**src/rtl/sdac_pkg.sv**
```systemverilog
package sdac_pkg;
    localparam int unsigned SDAC_WORD_W = 16;
    localparam int unsigned SDAC_SYNC_STAGES = 2;

    typedef enum logic [1:0] {
        END_NONE  = 2'd0,
        END_APPLY = 2'd1,
        END_HOLD  = 2'd2,
        END_BAD   = 2'd3
    } frame_end_e;
endpackage

```
**src/rtl/sdac_sync.sv**
```systemverilog
module sdac_sync #(
    parameter int unsigned WIDTH = 4,
    parameter int unsigned STAGES = 2,
    parameter logic [WIDTH-1:0] RST_VAL = '0
) (
    input  logic             clk,
    input  logic             rst_n,
    input  logic [WIDTH-1:0] async_i,
    output logic [WIDTH-1:0] sync_o
);
    typedef logic [WIDTH-1:0] vec_t;
    vec_t [STAGES-1:0] pipe_d, pipe_q;

    always_comb begin
        pipe_d[0] = async_i;
        for (int i = 1; i < STAGES; i++) begin
            pipe_d[i] = pipe_q[i-1];
        end
    end

    always_ff @(posedge clk or negedge rst_n) begin
        if (!rst_n) pipe_q <= {STAGES{RST_VAL}};
        else        pipe_q <= pipe_d;
    end

    assign sync_o = pipe_q[STAGES-1];
endmodule

```
**src/rtl/sdac_framer.sv**
```systemverilog
module sdac_framer
    import sdac_pkg::*;
#(
    parameter int unsigned WORD_W = SDAC_WORD_W
) (
    input  logic              clk,
    input  logic              rst_n,
    input  logic              cs_s,
    input  logic              sck_s,
    input  logic              sdi_s,
    input  logic              ld_s,
    output logic              load_o,
    output logic [WORD_W-1:0] word_o,
    output logic              err_o
);
    localparam int unsigned CNT_W = $clog2(WORD_W + 2);
    localparam logic [CNT_W-1:0] CNT_FULL = CNT_W'(WORD_W);
    localparam logic [CNT_W-1:0] CNT_SAT  = CNT_W'(WORD_W + 1);

    typedef struct packed {
        logic              cs_prev;
        logic              sck_prev;
        logic              ld_prev;
        logic              active;
        logic              pending;
        logic [CNT_W-1:0]  cnt;
        logic [WORD_W-1:0] shreg;
        logic              err;
    } frm_t;

    frm_t st_d, st_q;
    frame_end_e end_kind;
    logic cs_fall, cs_rise, sck_rise, ld_fall, load_c;

    always_comb begin
        st_d     = st_q;
        st_d.err = 1'b0;
        load_c   = 1'b0;
        end_kind = END_NONE;
        cs_fall  = st_q.cs_prev & ~cs_s;
        cs_rise  = ~st_q.cs_prev & cs_s;
        sck_rise = ~st_q.sck_prev & sck_s;
        ld_fall  = st_q.ld_prev & ~ld_s;
        st_d.cs_prev  = cs_s;
        st_d.sck_prev = sck_s;
        st_d.ld_prev  = ld_s;

        if (cs_rise && st_q.active) begin
            if (st_q.cnt != CNT_FULL) end_kind = END_BAD;
            else if (!ld_s)           end_kind = END_APPLY;
            else                      end_kind = END_HOLD;
        end

        if (cs_fall) begin
            st_d.active  = 1'b1;
            st_d.pending = 1'b0;
            st_d.cnt     = '0;
        end else if (cs_rise) begin
            st_d.active = 1'b0;
            unique case (end_kind)
                END_APPLY: load_c = 1'b1;
                END_HOLD:  st_d.pending = 1'b1;
                END_BAD:   st_d.err = 1'b1;
                default:   ;
            endcase
        end else if (!cs_s && st_q.active && sck_rise) begin
            st_d.shreg = {st_q.shreg[WORD_W-2:0], sdi_s};
            if (st_q.cnt != CNT_SAT) st_d.cnt = st_q.cnt + 1'b1;
        end else if (cs_s && ld_fall && st_q.pending) begin
            load_c       = 1'b1;
            st_d.pending = 1'b0;
        end
    end

    always_ff @(posedge clk or negedge rst_n) begin
        if (!rst_n) begin
            st_q          <= '0;
            st_q.cs_prev  <= 1'b1;
            st_q.ld_prev  <= 1'b1;
        end else begin
            st_q <= st_d;
        end
    end

    assign load_o = load_c;
    assign word_o = st_q.shreg;
    assign err_o  = st_q.err;
endmodule

```
**src/rtl/sdac_latch.sv**
```systemverilog
module sdac_latch #(
    parameter int unsigned WORD_W = 16,
    parameter logic [WORD_W-1:0] RST_CODE = '0
) (
    input  logic              clk,
    input  logic              rst_n,
    input  logic              load_i,
    input  logic [WORD_W-1:0] word_i,
    output logic [WORD_W-1:0] code_o,
    output logic              upd_o
);
    typedef struct packed {
        logic [WORD_W-1:0] code;
        logic              upd;
    } lat_t;

    lat_t lat_d, lat_q;

    always_comb begin
        lat_d     = lat_q;
        lat_d.upd = load_i;
        if (load_i) lat_d.code = word_i;
    end

    always_ff @(posedge clk or negedge rst_n) begin
        if (!rst_n) begin
            lat_q.code <= RST_CODE;
            lat_q.upd  <= 1'b0;
        end else begin
            lat_q <= lat_d;
        end
    end

    assign code_o = lat_q.code;
    assign upd_o  = lat_q.upd;
endmodule

```
**src/rtl/sdac_frontend.sv**
```systemverilog
module sdac_frontend
    import sdac_pkg::*;
#(
    parameter int unsigned WORD_W = SDAC_WORD_W,
    parameter int unsigned SYNC_STAGES = SDAC_SYNC_STAGES
) (
    input  logic              clk,
    input  logic              rst_n,
    input  logic              cs_n_in,
    input  logic              sck_in,
    input  logic              sdi_in,
    input  logic              ld_n_in,
    output logic [WORD_W-1:0] dac_code,
    output logic              upd_stb,
    output logic              frame_err
);
    localparam int unsigned NUM_IN = 4;
    localparam logic [NUM_IN-1:0] IN_IDLE = 4'b1001;

    logic [NUM_IN-1:0] raw_in, syn_in;
    logic              load_w;
    logic [WORD_W-1:0] word_w;

    assign raw_in = {cs_n_in, sck_in, sdi_in, ld_n_in};

    sdac_sync #(
        .WIDTH  (NUM_IN),
        .STAGES (SYNC_STAGES),
        .RST_VAL(IN_IDLE)
    ) sync_i (
        .clk    (clk),
        .rst_n  (rst_n),
        .async_i(raw_in),
        .sync_o (syn_in)
    );

    sdac_framer #(.WORD_W(WORD_W)) framer_i (
        .clk   (clk),
        .rst_n (rst_n),
        .cs_s  (syn_in[3]),
        .sck_s (syn_in[2]),
        .sdi_s (syn_in[1]),
        .ld_s  (syn_in[0]),
        .load_o(load_w),
        .word_o(word_w),
        .err_o (frame_err)
    );

    sdac_latch #(.WORD_W(WORD_W), .RST_CODE('0)) latch_i (
        .clk   (clk),
        .rst_n (rst_n),
        .load_i(load_w),
        .word_i(word_w),
        .code_o(dac_code),
        .upd_o (upd_stb)
    );
endmodule

```
**config.mk**
```make
export PLATFORM = sky130hd
export DESIGN_NAME = sdac_frontend
export DESIGN_NICKNAME = d
export VERILOG_FILES = /design/src/rtl/sdac_pkg.sv /design/src/rtl/sdac_sync.sv /design/src/rtl/sdac_framer.sv /design/src/rtl/sdac_latch.sv /design/src/rtl/sdac_frontend.sv
export SDC_FILE = /design/constraint.sdc
export NUM_CORES = 1
export LEC_CHECK = 0
export BUFFER_PORTS_ARGS = -buffer_cell sky130_fd_sc_hd__buf_2
export CORE_MARGIN = 4
export CORE_UTILIZATION = 55
export CTS_CLUSTER_DIAMETER = 50
export DETAILED_ROUTE_END_ITERATION = 8
export PLACE_DENSITY_LB_ADDON = 0.2
export SETUP_SLACK_MARGIN = 0.3
export SKIP_CTS_REPAIR_TIMING = 1
export SYNTH_ARGS = -nofsm -noshare
export SYNTH_HDL_FRONTEND = slang
export SYNTH_SLANG_ARGS = --single-unit
export TNS_END_PERCENT = 100
```
**constraint.sdc**
```tcl
create_clock -name clk -period 2.3 [get_ports clk]
set_input_delay 0.23 -clock clk [delete_from_list [all_inputs] [get_ports clk]]
set_output_delay 0.23 -clock clk [all_outputs]
set_load 0.005 [all_outputs]
```
==> results of run 1 <==
area by class of cell:
class	count	area, um^2	area share (%)
flip-flops and latches	52	1310	52.8
well taps	48	60.1	2.42
clock inverters	2	60.1	2.42
clock buffers	6	72.6	2.93
multi-input cells	75	783	31.6
inverters	8	30.0	1.21
repair buffers	29	163	6.57
cell families (layout without fill, tap and decap cells):
| family | Yosys count | count (layout) | synth area share, % |
|---|---|---|---|
| muxes | 35 | 35 | 20.1 |
| adders and majority gates | 5 | 5 | 2.96 |
| AOI/OAI and AO/OA | 9 | 11 | 3.37 |
| and+or+nand+nor | 24 | 24 | 7.87 |
| buffers and inverters | 13 | 45 | 3.84 |
| DFF | 52 | 52 | 61.9 |
layer usage:
metal  wire, um  share of wire [%]  global-route usage [%]
met1       1630                 45                    19.2
met2       1760                 49                    24.7
met3        173                4.8                    5.90
met4         57                1.6                    4.47
met5          0                  0                       0
worst max-delay path by stage:
stage | cells after the start | start | endpoint | slack (ns)
finish | 6 | sync_i.sync_o[3] | framer_i.word_o[6] | 0.38
floorplan | 7 | sync_i.sync_o[3] | latch_i.code_o[10] | 0.30
CTS | 5 | framer_i.st_q[26] | latch_i.code_o[3] | 0.21
global route | 6 | sync_i.sync_o[3] | framer_i.word_o[12] | 0.32
global placement | 5 | framer_i.st_q[26] | latch_i.code_o[13] | 0.29
detailed placement | 5 | framer_i.st_q[26] | latch_i.code_o[3] | 0.22
flip-flops by register name, summed over array words and instances (netlist names):
| name | count |
|---|---|
| sync_i.pipe_d | 4 |
| framer_i.word_o | 16 |
| framer_i.st_q | 10 |
| sync_i.sync_o | 4 |
| framer_i.err_o | 1 |
| latch_i.upd_o | 1 |
| latch_i.code_o | 16 |
report_power, final:
| group | leakage [nW] | switching (mW) | internal, mW |
|---|---|---|---|
| Combinational | 0.506 | 0.0471 | 0.0365 |
| Sequential | 0.691 | 0.0167 | 0.942 |
| Clock | 0.0654 | 0.284 | 0.435 |
| Total | 1.26 | 0.348 | 1.41 |
critical path, stage by stage (launching register included):
cell and delay [ns]:
dfstp_2 0.56, buf_4 0.12, ha_4 0.19, inv_1 0.05, or2_1 0.33, buf_4 0.22, mux2_2 0.34
stage by stage:
step	setup slack, ns	hold WS [ns]	cells
after floorplan	0.304	-0.0656	138
after global placement	0.290	0.334	208
after detailed placement	0.223	0.336	208
after CTS	0.214	0.0112	216
after global routing	0.322	0.00666	220
final	0.379	0.0128	220
cell usage in the layout (no fill, tap or decap), drive strengths merged, types with 2 or more instances in the layout:
cell type  count
and4bb         3
clkbuf         6
nor2           3
bufinv         2
ha             5
dfrtp         46
mux2          33
a21oi          3
o2bb2a         3
dfstp          6
nand2          4
nor3           2
buf           28
o21ai          2
mux2i          2
inv            8
Yosys cell counts, types with 2 or more instances:
cell type,count,share of area [%]
a21oi_1,3,0.71
nand2_1,4,0.71
dfrtp_1,46,54
and4bb_2,3,1.8
nor3_1,2,0.47
buf_6,2,1.1
dfstp_2,6,7.5
inv_1,8,1.4
ha_1,5,3.0
o21ai_0,2,0.47
mux2_2,23,12
nor2_1,3,0.53
mux2_4,9,6.4
mux2i_1,2,0.95
==> flow_summary.json, run 1 <==
{
  "status": "complete, no violations",
  "rsz0062_at_grt": "no",
  "vias_per_cell": 5.31,
  "synth-seq-area-share_pct": 61.9,
  "first_global_vias": 1209,
  "start_util_pct": 57.4,
  "peakVddDrop_mv": 0.521,
  "antenna_left": 0,
  "cts_buffer_depth": 2,
  "portBuffers": 23,
  "grt_usage_pct": 15.3,
  "drc": 0,
  "drt_wl_total_um": 3610,
  "die_h_um": 70.0,
  "grt_pass1_wl_um": 5840,
  "synthToLayoutAreaGrowth_pct": 17.1,
  "rrSetupSlack_ns": 0.38,
  "syn_inst": 138,
  "avgSynthCellArea_um2": 15.3,
  "fill_cells": 272,
  "cts-root-buf": "clkbuf_8",
  "hold_violations": 0,
  "required_ns": 2.49,
  "fp.dieW_um": 70.0,
  "syn_area_um2": 2120,
  "crit-reg2reg-capture": "framer_i.word_o[6]",
  "cts_sinks": 52,
  "dieArea_um2": 4900,
  "htreeDepth": 2,
  "ys_ff_latch": 52,
  "detail_route.wl_per_cell_um": 16.4,
  "ios": 24,
  "synthFlopType": "dfrtp_1",
  "total_power_mw": 1.76,
  "cts_tree": "built",
  "drv_slew": 0,
  "antenna_found_initial": 0,
  "grt_max_degree": 39,
  "yosysWarnings": 0,
  "place_area_um2": 2270,
  "synth_cell_type_count": 34,
  "end_kind": "flip-flop",
  "fin_crit_ns": 1.92,
  "final_nets": 182,
  "synth_edf_count": 0,
  "cts_buffers": 5,
  "grt.overflow.total": 0,
  "core_area_um2": 3690,
  "vias": 1169,
  "p_leak_nw": 1.26,
  "drive_above_1_share_pct": 47.7,
  "fin_crit_sh_pct": 83.5,
  "clock_skew_ns": 0.00795,
  "synthesis.nets": 149,
  "drt_iter0_drc": 54,
  "dp_hpwl_um": 2380,
  "fmax_mhz": 520,
  "hp-class": "input port to asynchronous set/reset pin",
  "maxCapViolations": 0,
  "crit_type": "flip-flop to flip-flop",
  "worstPathArrival_ns": 2.11,
  "rr_worst_depth": 6,
  "antenna_cells": 0,
  "r2r_start": "sync_i.sync_o[3]",
  "fin_tns_setup_ns": 0,
  "utilization_pct": 67.2,
  "rows": 22,
  "clk_latency_ns": 0.30,
  "clk_pin_slew_worst_paths_ns": 0.09,
  "power_per_cell_area_nw_per_um2": 711,
  "setup_violations": 0,
  "worstMarginPinSlew_ns": 0.820,
  "dr.pass1.iters": 4,
  "final_area_um2": 2480,
  "cp_max_fo": 8,
  "synthArstFlopShare_pct": 100,
  "start_kind": "flip-flop",
  "gp_congestion": 0.913,
  "maxSlewHeadroom_pct": 45.3
}
(Power assumes the default switching activity.)
==> run 2, diff against run 1 <==
==> constraint.sdc (replaced) <==
create_clock -name clk -period 1.9 [get_ports clk]
set_input_delay 0.19 -clock clk [delete_from_list [all_inputs] [get_ports clk]]
set_output_delay 0.19 -clock clk [all_outputs]
set_load 0.005 [all_outputs]
==> run 2 against run 1 <==
- hold slack gained 0.34 ns
- clock power shrank 10%
- final cell count grew 4.5%
- largest cell class unchanged
- largest power group unchanged
==> flow_summary.json, run 2 (synthesis gave the netlist of run 1 again) <==
{
  "status": "complete, no violations",
  "end_kind": "flip-flop",
  "drt_iter0_drc": 87,
  "first_global_vias": 1210,
  "fin_tns_setup_ns": 0,
  "dieArea_um2": 4900,
  "clk_latency_ns": 0.31,
  "drive_above_1_share_pct": 55.5,
  "required_ns": 2.09,
  "antenna_found_initial": 0,
  "drv_slew": 0,
  "vias_per_cell": 5.31,
  "cts_buffers": 5,
  "fin_crit_sh_pct": 98.5,
  "start_util_pct": 57.4,
  "synthToLayoutAreaGrowth_pct": 25.4,
  "setup_violations": 0,
  "drc": 0,
  "crit_type": "flip-flop to flip-flop",
  "cts_sinks": 52,
  "maxCapViolations": 0,
  "cp_slowest_cell": "dfstp_2",
  "hold-worst-slack_ns": 0.355,
  "start_kind": "flip-flop",
  "antenna_cells": 0,
  "final_cell_mix": "dfrtp_1, buf_2, mux2_2",
  "gp_congestion": 0.847,
  "htreeDepth": 2,
  "hold_violations": 0,
  "grt_max_degree": 31,
  "ios": 24,
  "layout_commonest_cell": "dfrtp_1",
  "fin_crit_ns": 1.87,
  "power_per_cell_area_nw_per_um2": 732,
  "rsz0062_at_grt": "yes",
  "fp.dieW_um": 70.0,
  "peakVddDrop_mv": 0.622,
  "core_area_um2": 3690,
  "wl_met1_um": 1800,
  "route.met3.wl_um": 156,
  "drt_wl_total_um": 3920,
  "cts_buffer_depth": 2,
  "final_area_um2": 2650,
  "max_stage_delay_ns": 0.55,
  "worstPathArrival_ns": 2.06,
  "fmax_mhz": 534,
  "antenna_left": 0,
  "grt_usage_pct": 15.6,
  "dr.pass1.iters": 4,
  "rows": 22,
  "cp_max_fo": 8,
  "path_delay_family": "flip-flops",
  "cts_tree": "built",
  "die_h_um": 70.0,
  "hp-class": "flip-flop to flip-flop",
  "cts-root-buf": "clkbuf_8",
  "stdcell_count": 230,
  "worstMarginPinSlew_ns": 0.532,
  "route.met2.wl_um": 1910,
  "critPathBufInv": 1,
  "maxSlewHeadroom_pct": 64.6,
  "grt.overflow.total": 0,
  "grt_pass1_wl_um": 5940,
  "detail_route.wl_per_cell_um": 17.0,
  "final_nets": 192,
  "dp_hpwl_um": 2390,
  "clock_skew_ns": 0.00720,
  "clk_pin_slew_worst_paths_ns": 0.09,
  "path_cells": "inv_2 -> ha_4 -> or3b_4 -> o2bb2a_4 -> mux2_4",
  "portBuffers": 23,
  "dp.cells": 211,
  "p_leak_nw": 1.33,
  "place_area_um2": 2340,
  "finalWorstSetupSlack_ns": 0.0279,
  "pre_cts_ws_ns": -0.0127,
  "vias": 1222,
  "highest_layer": "met4"
}
[run 2: power breakdown]
| group | total (mW) | leakage (nW) | internal (mW) | switching [mW] |
|---|---|---|---|---|
| Clock | 0.646 | 0.0434 | 0.295 | 0.352 |
| Combinational | 0.135 | 0.592 | 0.0686 | 0.0664 |
| Sequential | 1.16 | 0.691 | 1.14 | 0.0196 |
[run 2: path summary, 6_finish.rpt]
| check | start | depth (start not counted) | slack, ns | to |
|---|---|---|---|---|
| setup / recovery | sync_i.sync_o[3] | 5 | 0.03 | latch_i.code_o[7] |
| hold / removal | sync_i.pipe_d[6] | 0 | 0.35 | sync_i.sync_o[2] |
| setup reg to reg | sync_i.sync_o[3] | 5 | 0.03 | latch_i.code_o[7] |
| hold reg to reg | sync_i.pipe_d[6] | 0 | 0.35 | sync_i.sync_o[2] |
| max in group asynchronous | rst_n | 3 | 0.98 | latch_i.code_o[7] |
| min in group asynchronous | rst_n | 2 | 0.39 | framer_i.st_q[22] |
[run 2: worst reg2reg max path, stage by stage, from the launching register on]
cell and delay, ns:
dfstp_2 0.55, inv_2 0.04, ha_4 0.15, or3b_4 0.43, o2bb2a_4 0.28, mux2_4 0.31
[run 2: cell type report]
type / instances / area, um^2
Sequential cell: 52 / 1310
Fill cell: 255 / 1030
Multi-Input combinational cell: 75 / 860
Timing Repair Buffer: 39 / 298
Clock buffer: 6 / 82.6
Tap cell: 48 / 60.1
Inverter: 8 / 30.0
Clock inverter: 2 / 15.0
[run 2: through the flow]
step                power, mW  utilization (%)
CTS                      1.93             66.0
global placement         1.28             63.4
detailed placement       1.28             63.4
finish                   1.94             71.9
global route             2.02             71.9
floorplan                1.23                -
[run 2: metal layers]
layer  GRT usage, %  vias up
li1               -      572
met1           20.8      618
met2           23.8       24
met3           5.04        8
met4           5.74        0
met5              0        -
==> run 3, diff against run 2 <==
--- a/config.mk
+++ b/config.mk
@@ -6,11 +6,11 @@
 export NUM_CORES = 1
 export LEC_CHECK = 0
 export BUFFER_PORTS_ARGS = -buffer_cell sky130_fd_sc_hd__buf_2
-export CORE_MARGIN = 4
 export CORE_UTILIZATION = 55
 export CTS_CLUSTER_DIAMETER = 50
 export DETAILED_ROUTE_END_ITERATION = 8
 export PLACE_DENSITY_LB_ADDON = 0.2
+export REMOVE_ABC_BUFFERS = 1
 export SETUP_SLACK_MARGIN = 0.3
 export SKIP_CTS_REPAIR_TIMING = 1
 export SYNTH_ARGS = -nofsm -noshare
==> constraint.sdc (replaced) <==
create_clock -name clk -period 2.3 [get_ports clk]
set_input_delay 0.23 -clock clk [delete_from_list [all_inputs] [get_ports clk]]
set_output_delay 0.23 -clock clk [all_outputs]
set_load 0.005 [all_outputs]
==> run 3 against run 2 <==
- fmax decreased by 2.7%
- combinational power shrank 40%
- register-to-register slack improved by 0.35 ns
- critical path type unchanged
- critical endpoint is now latch_i.code_o[6]
- largest power group unchanged
==> flow_summary.json, run 3 (synthesis gave the netlist of run 1 again) <==
{
  "path_cells": "inv_1 -> ha_2 -> or3b_4 -> o2bb2a_4 -> mux2_4",
  "r2r_start": "sync_i.sync_o[3]",
  "total_power_mw": 1.64,
  "clk_pin_slew_worst_paths_ns": 0.08,
  "final_cell_mix": "dfrtp_1, mux2_2, buf_2",
  "stdcell_count": 219,
  "synthToLayoutAreaGrowth_pct": 15.6,
  "holdPathEnd": "sync_i.pipe_d[7]",
  "p_clk_share_pct": 36.5,
  "max_stage_delay_ns": 0.57,
  "drt_wl_total_um": 3240,
  "cts_sinks": 52,
  "die_h_um": 64.0,
  "swShare_pct": 20.5,
  "maxCapViolations": 0,
  "fill_cells": 287,
  "rrSetupSlack_ns": 0.38,
  "hp-class": "input port to flip-flop",
  "rr_worst_depth": 5,
  "peakVddDrop_mv": 0.450,
  "crit-reg2reg-capture": "latch_i.code_o[6]",
  "cts_buffer_depth": 2,
  "maxSlewHeadroom_pct": 76.9,
  "crit_type": "flip-flop to flip-flop",
  "power_per_cell_area_nw_per_um2": 671,
  "antenna_found_initial": 0,
  "worstMarginPinSlew_ns": 0.343,
  "clock_skew_ns": 0.00568,
  "portBuffers": 23,
  "crit_path_start": "sync_i.sync_o[3]",
  "start_kind": "flip-flop",
  "htreeDepth": 2,
  "gp_congestion": 0.901,
  "critPathBufInv": 1,
  "fin_tns_setup_ns": 0,
  "rsz0062_at_grt": "no",
  "hold_violations": 0,
  "cts-root-buf": "clkbuf_8",
  "dr.pass1.iters": 4,
  "dp.cells": 207,
  "required_ns": 2.48,
  "final_nets": 181,
  "start_util_pct": 57.4,
  "ios": 24,
  "place_area_um2": 2270,
  "pre_cts_ws_ns": 0.251,
  "clk_latency_ns": 0.30,
  "intPower_mw": 1.30,
  "cp_max_fo": 9,
  "status": "complete, no violations",
  "path_delay_family": "flip-flops",
  "antenna_cells": 0,
  "sequentialPowerShare_pct": 58.5,
  "drv_slew": 0,
  "antenna_left": 0,
  "setup_violations": 0,
  "vias_per_cell": 5.31,
  "grt_usage_pct": 17.6,
  "hold-worst-slack_ns": 0.0262,
  "detail_route.wl_per_cell_um": 14.8,
  "vias": 1163,
  "dp_hpwl_um": 2080,
  "drc": 0,
  "drive_above_1_share_pct": 47.4,
  "finalWorstSetupSlack_ns": 0.376,
  "pwr-share-comb_pct": 5.0,
  "grt.overflow.total": 0,
  "fin_crit_ns": 1.92,
  "fin_crit_sh_pct": 83.7,
  "p_leak_nw": 1.25,
  "cts_tree": "built",
  "rows": 22,
  "end_kind": "flip-flop",
  "fp.dieW_um": 64.0,
  "core_area_um2": 3690,
  "layout_commonest_cell": "dfrtp_1",
  "utilization_pct": 66.3,
  "drt_iter0_drc": 95,
  "final_area_um2": 2440,
  "grt_pass1_wl_um": 5350,
  "cts_buffers": 5,
  "hp-start": "cs_n_in",
  "worstPathArrival_ns": 2.11,
  "cp_slowest_cell": "dfstp_2",
  "dieArea_um2": 4100,
  "first_global_vias": 1133,
  "grt_max_degree": 53,
  "worstHoldPathCells": 1,
  "fmax_mhz": 520,
  "power.switching_mw": 0.337
}
[run 3: worst max path at each step]
stage               depth (start not counted)  slack, ns                  to
finish                                      5       0.38   latch_i.code_o[6]
global route                                5       0.32   latch_i.code_o[7]
CTS                                         5       0.23   latch_i.code_o[1]
detailed placement                          5       0.25   latch_i.code_o[1]
global placement                            5       0.29   latch_i.code_o[6]
floorplan                                   5       0.36  latch_i.code_o[10]
[run 3: cell type report]
type                       count  area [um^2]  share of cell area [%]
clock buffer                   6         72.6                    2.97
multi-input combinational     74          763                    31.2
tap                           48         60.1                    2.46
timing repair buffer          29          175                    7.16
clock inverter                 2         35.0                    1.43
inverter                       8         30.0                    1.23
sequential                    52         1310                    53.5
[run 3: layer usage]
metal	vias to the layer above	GRT usage [%]	share of wire, %
li1	549	-	-
met1	580	24.4	47
met2	27	25.9	46
met3	7	4.29	4.1
met4	0	8.81	2.2
met5	-	0	0
[run 3: worst reg2reg max path, stage by stage (launching register included)]
cell	delay (ns)
dfstp_2	0.57
inv_1	0.05
ha_2	0.21
or3b_4	0.41
o2bb2a_4	0.27
mux2_4	0.31
[run 3: power by group through the flow]
stage / clock, mW / sequential (mW) / combinational (mW)
3_5_place_dp: 0 / 0.977 / 0.0735
2_1_floorplan: 0 / 0.972 / 0.0375
4_1_cts: 0.614 / 0.960 / 0.0739
3_3_place_gp: 0 / 0.975 / 0.0706
5_1_grt: 0.651 / 0.964 / 0.0924
6_report: 0.599 / 0.960 / 0.0814
